==> src/rtl/i2c_byte_shifter.sv <==
module i2c_byte_shifter #(
  parameter int HOST_W = 32
) (
  input  logic              clk,
  input  logic              rst_n,
  input  logic              load,
  input  logic [HOST_W-1:0] load_data,
  input  logic              start_seen,
  input  logic              shift_en,
  input  logic              sda_in,
  input  logic              tx_mode,
  output logic              sda_out,
  output logic [7:0]        rd_data,
  output logic              byte_done,
  output logic              arb_lost
);

  logic [7:0] data_q;
  logic [2:0] bit_cnt;
  logic       in_ack;
  logic       done_q;
  logic       arb_q;
  logic       unused_hi;

  assign unused_hi = ^load_data[HOST_W-1:8];

  wire data_shift = shift_en && !in_ack && !load;
  wire last_bit   = (bit_cnt == 3'd7);
  wire clash      = data_shift && tx_mode && data_q[7] && !sda_in;

  always_ff @(posedge clk or negedge rst_n) begin
    if (!rst_n) begin
      data_q  <= 8'h00;
      bit_cnt <= 3'd0;
      in_ack  <= 1'b0;
      done_q  <= 1'b0;
      arb_q   <= 1'b0;
    end else begin
      done_q <= 1'b0;
      if (load) begin
        data_q  <= load_data[7:0];
        bit_cnt <= 3'd0;
        in_ack  <= 1'b0;
        arb_q   <= 1'b0;
      end else if (start_seen) begin
        bit_cnt <= 3'd0;
        in_ack  <= 1'b0;
        arb_q   <= 1'b0;
      end else if (shift_en) begin
        if (in_ack) begin
          in_ack <= 1'b0;
        end else begin
          data_q  <= {data_q[6:0], sda_in};
          bit_cnt <= bit_cnt + 3'd1;
          if (last_bit) begin
            done_q <= 1'b1;
            in_ack <= 1'b1;
          end
          if (clash) arb_q <= 1'b1;
        end
      end
    end
  end

  assign sda_out   = (tx_mode && !in_ack) ? data_q[7] : 1'b1;
  assign rd_data   = data_q;
  assign byte_done = done_q;
  assign arb_lost  = arb_q;

endmodule

==> config.mk <==
export PLATFORM = sky130hd
export DESIGN_NAME = i2c_byte_shifter
export DESIGN_NICKNAME = d
export VERILOG_FILES = /design/src/rtl/i2c_byte_shifter.sv
export SDC_FILE = /design/constraint.sdc
export NUM_CORES = 1
export LEC_CHECK = 0
export BUFFER_PORTS_ARGS = -buffer_cell sky130_fd_sc_hd__buf_2
export CORE_MARGIN = 4
export CORE_UTILIZATION = 39
export CTS_CLUSTER_DIAMETER = 80
export DETAILED_ROUTE_END_ITERATION = 7
export PLACE_DENSITY = 0.74
export SLEW_MARGIN = 20
export SYNTH_ARGS = -nofsm -noshare
export SYNTH_HDL_FRONTEND = slang
export SYNTH_SLANG_ARGS = --single-unit
==> constraint.sdc <==
create_clock -name clk -period 1.6 [get_ports clk]
set_input_delay 0.16 -clock clk [delete_from_list [all_inputs] [get_ports clk]]
set_output_delay 0.16 -clock clk [all_outputs]
set_load 0.01 [all_outputs]
==> results of run 1 <==
-- cells in the mapped netlist --
cell type	n	area, um^2
buf_6	2	22.5
nand2b_1	1	6.26
nor3_1	5	25.0
nor3b_4	1	18.8
nor4bb_1	1	10.0
xnor2_1	1	8.76
ha_1	2	25.0
clkbuf_1	1	3.75
dfrtp_1	14	350
clkbuf_8	1	13.8
or3b_1	1	8.76
a21oi_1	18	90.1
nor3b_2	1	12.5
nor2b_1	10	62.6
or3b_2	1	8.76
mux2i_1	2	20.0
nand2_1	8	30.0
-- critical path, delay by kind of cell (launching register included) --
kind	cells	cell delay [ns]
DFF	1	0.47
and+or+nand+nor	1	0.47
buffers and inverters	1	0.15
-- layer usage --
metal	global-route usage	wire length (um)	vias up
met5	0	0	-
met4	0.0807	31	0
met3	0.0262	93	4
met2	0.209	702	17
met1	0.158	636	273
li1	-	-	293
-- worst max path at each step --
stage                      start         end  slack (ns)  depth (start not counted)
final                     in_ack     sda_out        0.07                          2
after global routing      in_ack     sda_out        0.03                          2
after CTS                 in_ack     sda_out        0.05                          2
after detailed placement  in_ack  rd_data[3]        0.29                          3
after global placement    in_ack  rd_data[7]        0.32                          3
after floorplan           in_ack   byte_done        0.44                          3
-- placed cells by master (no fill, tap or decap), types with 2 or more instances in the layout --
cell	synthesis	layout
nor2b_1	10	10
nor3_1	5	5
dfrtp_1	14	13
nand2_1	8	8
ha_1	2	2
mux2i_1	2	2
clkbuf_4	0	3
buf_2	0	25
a21oi_1	18	18
-- cell type report --
class | instances | area share
Sequential cell | 14 | 0.399
Clock buffer | 4 | 0.0412
Multi-Input combinational cell | 52 | 0.371
Timing Repair Buffer | 26 | 0.153
Tap cell | 25 | 0.0355
-- sequential cells by signal (all words and copies together), names as in the netlist --
register	count
in_ack	1
byte_done	1
bit_cnt	3
rd_data	8
arb_lost	1
-- stage by stage --
stage	setup WS, ns	hold WS [ns]	total power, uW
after floorplan	0.444	-0.136	478
after global placement	0.322	0.0735	527
after detailed placement	0.295	0.0779	530
after CTS	0.0463	0.116	785
after global routing	0.0255	0.119	822
final	0.0718	0.110	779
-- kinds of logic (layout without fill, tap and decap cells) --
group | after synthesis | count (layout)
AOI/OAI and AO/OA | 18 | 18
xor gates and xnor gates | 1 | 1
adders and majority gates | 2 | 2
buffers and inverters | 4 | 30
DFF | 14 | 14
muxes | 2 | 2
and+or+nand+nor | 29 | 29
-- repair_timing --
action                                 CTS  global route
resized for setup                        0             1
setup endpoints to repair                0             1
hold buffers                             1             0
endpoints found under the hold margin   14             0
-- power groups by stage --
stage	Sequential, uW	Combinational (uW)	Clock [uW]
CTS	393	132	259
floorplan	409	68.1	0
detailed placement	400	130	0
global placement	400	127	0
global route	397	146	278
finish	393	129	257
==> impl_metrics.toml, run 1 <==
[placed_design]
hpwl_mm = 1.08
dp.cells = 116
placed_cell_area_um2 = 833
io_buffers = 25
place_congestion = 0.732

[setup_path]
crit_required_ns = 1.44
slowest_stage = "dfrtp_2"
r2r_start = "in_ack"
cp.arrival_ns = 1.37
cp_max_fo = 7
worst_r2r_path_depth = 3
max_stage_delay_ns = 0.47
r2r-end = "rd_data[5]"
path_class = "reg2out"
r2r_slack_ns = 0.31
worst_setup_path_start_kind = "register"
crit_path_cell_trace = "or3b_2 -> buf_2"
end_kind = "output pin"

[clock_tree]
cts-buffers-inserted = 3
cts-root-buf = "clkbuf_4"
cts_tree = "done"
clk_latency_ns = 0.29
clk_pin_slew_ns = 0.09
postCtsSetupBuffers = 0
clock-sinks = 14
cts_buffer_depth = 2
h-tree-depth = 1

[final_layout]
nNetsFinal = 138
finish.utilization = 0.510
multi_input_area_um2 = 327
drive_gt1_frac = 0.344
syn_to_final_growth_pct = 22.9
stdcell_area_um2 = 881
num-fill-cells = 177
fin_cells = 121
antenna_cells = 0
ff_latch_area_um2 = 352

[grt]
grt_pass1_vias = 587
grt_usage = 0.129
grt_max_degree = 23
antenna_found_initial = 0
grt_pass1_wl_mm = 2.53
grt_overflow = 0

[timing]
setup_tns_ns = 0
finalWorstPathRequiredPeriod_ns = 1.53
period_share = 0.955
worst_pin_slew_ns = 0.350
rsz0062_at_grt = "no"
skew_ns = 0.00736
hold_viol_final = 0
slew_viol_final = 0
fmaxAchievable_ghz = 0.654
setup_viol = 0
slew_headroom = 0.766

[job]
max-cap-violations = 0

[route]
wire_per_inst_um = 12.1
drcViolationCount = 0
dr.first_iter.drc_count = 5
drt_pass1_iterations = 4
vias = 587
wirelength_mm = 1.46
postRouteAntennaNets = 0
viasPerCell = 4.85

[yosys]
syn_area_per_cell_um2 = 10.2
yosysSeqAreaShare = 0.489
synth-xor-area-share = 0.0122
synth_warnings = 0
syn_nets = 111
syn-cell-area_um2 = 717
netlist_instances = 70
synth_fa_ha_area_frac = 0.0349
synth_cell_type_count = 17
synth_top_family_by_area = "simple AND/OR/NAND/NOR gates"
synth_compound_area_frac = 0.126
synthMuxAreaShare = 0.0279
yosys.area_share.simple = 0.255
synth_seq_cells = 14

[floorplanning]
ios = 50
die_height_um = 50.9
die_area_um2 = 2590
initial_core_util = 0.415
rows = 15
dieWidth_um = 50.9
core_um2 = 1730

[status]
status = "finished, final reports clean"

[power_and_ir_drop]
ir_drop_uv = 508
p_int_uw = 574
pwr-share-seq = 0.504
clockPowerShare = 0.330
power.switching_uw = 205
switching_share = 0.263
p_leak_uw = 0.000430
p_comb_frac = 0.166
powerDensity_nw_per_um2 = 885

[hold_path]
hold-path-endpoint = "rd_data[2]"
hp-start = "load_data[2]"
hold_path.class = "in2reg"
min_path_cells = 3
(Power assumes the default switching activity.)
==> run 2: changes to the inputs <==
Settings changed: CORE_UTILIZATION 39 to 42, CTS_CLUSTER_DIAMETER 80 to 60, PLACE_DENSITY 0.74 to 0.79.
Clock period 1.6 ns to 1.8 ns, I/O delays scaled along.
==> run 2 against run 1 <==
Against the previous run:
- largest power group unchanged
- clock power decreased by 35%
- clock skew shrank 0.0045 ns
- sequential cell count did not move
- worst setup slack better by 0.18 ns
- final cell count fell by 8.3%
- register-to-register slack better by 0.17 ns
- first-iteration DRC count fell by 20%
==> impl_metrics.toml, run 2 (synthesized netlist as in run 1, its figures left out) <==
[hold_path]
hold-path-endpoint = "rd_data[7]"
hold_path.class = "in2reg"
min_path_cells = 3
hp-start = "load_data[7]"

[final_layout]
final_common_cell = "buf_2"
antenna_cells = 0
drive_gt1_frac = 0.326
multi_input_area_um2 = 327
ff_latch_area_um2 = 350
largest_reg_flops = 8
nNetsFinal = 138
fin_cells = 111
mostFrequentLayoutCells = "buf_2 (25), a21oi_1 (18), dfrtp_1 (14), nor2b_1 (10), nand2_1 (8)"
syn_to_final_growth_pct = 19.2
num-fill-cells = 149
finish.utilization = 0.548

[power_and_ir_drop]
clockPowerShare = 0.264
ir_drop_uv = 439
p_comb_frac = 0.182
pwr-share-seq = 0.554
p_leak_uw = 0.000424
switching_share = 0.266
powerDensity_nw_per_um2 = 740
power.switching_uw = 168
p_int_uw = 464

[setup_path]
crit_path_cell_trace = "or3b_2 -> buf_2"
r2r-end = "rd_data[4]"
worst_r2r_path_depth = 3
slowest_stage = "or3b_2"
r2r_slack_ns = 0.48
end_kind = "output pin"
path_class = "reg2out"
startpoint = "in_ack"
crit_required_ns = 1.62
cp_max_fo = 7
cp.arrival_ns = 1.37
worst_setup_path_start_kind = "register"
path_buf_inv = 1
r2r_start = "in_ack"
path_delay_family = "simple AND/OR/NAND/NOR gates"
max_stage_delay_ns = 0.48

[floorplanning]
core_um2 = 1560
dieWidth_um = 49.3
die_height_um = 49.3
rows = 14
die_area_um2 = 2430
initial_core_util = 0.460
ios = 50

[clock_tree]
cts-buffers-inserted = 3
clk_latency_ns = 0.27
cts_buffer_depth = 2
cts_tree = "done"
clk_pin_slew_ns = 0.08
h-tree-depth = 1
clock-sinks = 14
cts-root-buf = "clkbuf_4"

[timing]
skew_ns = 0.00288
fmaxAchievable_ghz = 0.644
worst_pin_slew_ns = 0.358
setup_tns_ns = 0
period_share = 0.862
finalWorstPathRequiredPeriod_ns = 1.55
slew_headroom = 0.761
slew_viol_final = 0
setup_viol = 0
rsz0062_at_grt = "no"
hold_viol_final = 0

[route]
viasPerCell = 5.23
wire_per_inst_um = 12.8
vias = 580
dr.first_iter.drc_count = 4
drcViolationCount = 0
wirelength_mm = 1.42
postRouteAntennaNets = 0
drt_pass1_iterations = 2

[grt]
antenna_found_initial = 0
grt_usage = 0.136
grt_pass1_vias = 574
grt_pass1_wl_mm = 2.58
grt_overflow = 0
grt_max_degree = 23

[job]
max-cap-violations = 0

[placed_design]
dp.cells = 107
place_congestion = 0.682
io_buffers = 25
hpwl_mm = 1.10

[status]
status = "finished, final reports clean"
run 2: cell types whose count changed in the layout (fill, tap and decap cells not counted):
cell,before,now
dfrtp_1,13,14
clkbuf_8,1,0
dfrtp_2,1,0
run 2: worst min-delay path, stage by stage:
cell and delay (ns):
buf_2 0.07, nor2b_1 0.03, a21oi_1 0.10
run 2: power groups by stage:
stage / clock network, uW / logic, uW / registers (uW)
after floorplan: 0 / 60.5 / 364
after global placement: 0 / 113 / 356
after CTS: 171 / 117 / 351
final: 167 / 115 / 351
after global routing: 187 / 131 / 354
after detailed placement: 0 / 115 / 357
run 2: worst max path at each step:
| stage | to | cells past startpoint |
|---|---|---|
| 3_5_place_dp | rd_data[4] | 3 |
| 2_1_floorplan | byte_done | 3 |
| 3_3_place_gp | rd_data[7] | 3 |
| 6_report | sda_out | 2 |
| 5_1_grt | sda_out | 2 |
| 4_1_cts | sda_out | 2 |
run 2: area by class of cell:
| type | instances | area share |
|---|---|---|
| Clock buffer | 3 | 0.0264 |
| Tap cell | 16 | 0.0234 |
| Multi-Input combinational cell | 52 | 0.382 |
| Sequential cell | 14 | 0.410 |
| Timing Repair Buffer | 26 | 0.158 |
run 2: layer usage:
metal	share of wire	vias to the layer above	routed length, um	global-route usage
li1	-	294	-	-
met1	0.44	271	624	0.169
met2	0.50	15	711	0.225
met3	0.058	0	83	0.0398
met4	0	0	0	0.0427
met5	0	-	0	0
run 2: timing repair:
| action | in CTS | in global routing |
|---|---|---|
| resized for setup | 0 | 0 |
| hold buffers | 1 | 0 |
| setup buffers | 0 | 0 |
| endpoints found under the hold margin | 14 | 0 |
| endpoints found under the setup margin | 0 | 0 |
run 2: stage by stage:
step                setup WS [ns]  instance area (um^2)  total power (uW)  hold WS (ns)
floorplan                   0.644                   717               424        -0.116
CTS                         0.242                   855               639         0.153
finish                      0.248                   855               633         0.154
detailed placement          0.488                   822               472        0.0893
global placement            0.514                   822               468        0.0924
global route                0.184                   855               673         0.164
==> run 3: changes to the inputs <==
Settings changed: PLACE_DENSITY 0.79 to 0.91.
==> run 3 against run 2 <==
Against the previous run:
- die area unchanged
- sequential power about the same
- via count up 1.6%
- sequential share of layout area unchanged
- critical path depth unchanged
- final area unchanged
- global-route usage up 0.57 points
- first-iteration DRC count rose to 3.8 times the previous value
- sequential cell count unchanged
- critical path type unchanged
- critical endpoint unchanged
- highest routed layer is now met4
==> impl_metrics.toml, run 3 (synthesized netlist as in run 1, its figures left out) <==
[floorplanning]
die_area_um2 = 2430
dieWidth_um = 49.3
initial_core_util = 0.460
die_height_um = 49.3
ios = 50
rows = 14
core_um2 = 1560

[timing]
skew_ns = 0.000494
slew_headroom = 0.765
hold_viol_final = 0
setup_viol = 0
setup_tns_ns = 0
worst_pin_slew_ns = 0.353
finalWorstPathRequiredPeriod_ns = 1.56
hold_slack_ns = 0.144
slew_viol_final = 0
rsz0062_at_grt = "no"
fmaxAchievable_ghz = 0.642
period_share = 0.866

[power_and_ir_drop]
ir_drop_uv = 491
clockPowerShare = 0.273
switching_share = 0.277
p_int_uw = 465
powerDensity_nw_per_um2 = 753
p_comb_frac = 0.182
pwr-share-seq = 0.545
power.switching_uw = 178
p_leak_uw = 0.000424

[placed_design]
hpwl_mm = 1.15
place_congestion = 0.717
io_buffers = 25

[setup_path]
max_stage_delay_ns = 0.49
cp.arrival_ns = 1.38
cp_max_fo = 7
slowest_stage = "or3b_2"
crit_required_ns = 1.62
crit_path_cell_trace = "or3b_2 -> buf_2"
path_class = "reg2out"
end_kind = "output pin"
worst_setup_path_start_kind = "register"

[clock_tree]
cts_resized = 0
cts_buffer_depth = 2
h-tree-depth = 1
cts-buffers-inserted = 3
clk_latency_ns = 0.28
clk_pin_slew_ns = 0.08
clock-sinks = 14
cts_tree = "done"
cts-root-buf = "clkbuf_4"
postCtsSetupBuffers = 0

[grt]
grt_pass1_vias = 584
grt_overflow = 0
grt_pass1_wl_mm = 2.62
grt_usage = 0.142
antenna_found_initial = 0
grt_max_degree = 23

[route]
viasPerCell = 5.31
wire_per_inst_um = 14.0
dr.first_iter.drc_count = 15
drcViolationCount = 0
postRouteAntennaNets = 0
vias = 589
wirelength_mm = 1.56
drt_pass1_iterations = 4

[final_layout]
mostFrequentLayoutCells = "buf_2 (25), a21oi_1 (18), dfrtp_1 (14), nor2b_1 (10), nand2_1 (8)"
drive_gt1_frac = 0.326
antenna_cells = 0
final_common_cell = "buf_2"
syn_to_final_growth_pct = 19.2
largest_reg_flops = 8
nNetsFinal = 138

[hold_path]
hold_path.class = "in2reg"

[job]
max-cap-violations = 0

[status]
status = "finished, final reports clean"
==> run 3: critical path: cells and delay by family, from the launching register on <==
| kind | cells | cell delay (ns) |
|---|---|---|
| AND/OR/NAND/NOR | 1 | 0.49 |
| buffers and inverters | 1 | 0.15 |
| flip-flops | 1 | 0.47 |
==> run 3: metrics by stage <==
step | utilization | setup slack (ns) | std cells | cell area (um^2) | total power (uW)
floorplan | - | 0.644 | 70 | 717 | 424
global placement | 0.527 | 0.538 | 107 | 822 | 467
detailed placement | 0.527 | 0.510 | 107 | 822 | 473
CTS | 0.548 | 0.233 | 111 | 855 | 650
global route | 0.548 | 0.208 | 111 | 855 | 682
finish | 0.548 | 0.241 | 111 | 855 | 643
==> run 3: what timing repair did <==
| action | in CTS | in global routing |
|---|---|---|
| setup endpoints to repair | 0 | 0 |
| hold buffers | 1 | 0 |
| hold endpoints to repair | 14 | 0 |
==> run 3: per-layer routing <==
| layer | part of all wire | vias up | global-route usage |
|---|---|---|---|
| met4 | 0.0090 | 0 | 0.0569 |
| met1 | 0.44 | 272 | 0.170 |
| met3 | 0.062 | 2 | 0.0520 |
| met5 | 0 | - | 0 |
| met2 | 0.49 | 22 | 0.228 |
| li1 | - | 293 | - |
==> run 3: final timing paths <==
path | cells after the start | startpoint | end | slack (ns)
worst max register to register | 3 | in_ack | rd_data[5] | 0.48
worst min register to register | 2 | rd_data[3] | rd_data[3] | 0.54
worst max-delay path | 2 | in_ack | sda_out | 0.24
max in group asynchronous | 2 | rst_n | rd_data[2] | 1.25
min in group asynchronous | 2 | rst_n | bit_cnt[2] | 0.32
worst min-delay path | 3 | load_data[0] | rd_data[0] | 0.14
==> run 3: final cells by class <==
class                   instances  area (um^2)
multi-input cells              52          327
well taps                      16         20.0
repair buffers                 26          135
flip-flops and latches         14          350
clock buffers                   3         22.5
fillers                       146          704
==> run 3: power groups by stage <==
stage / sequential, uW / combinational, uW / clock (uW)
after floorplan: 364 / 60.5 / 0
after global placement: 355 / 112 / 0
after detailed placement: 357 / 116 / 0
after CTS: 351 / 118 / 181
after global routing: 354 / 131 / 198
final: 351 / 117 / 176
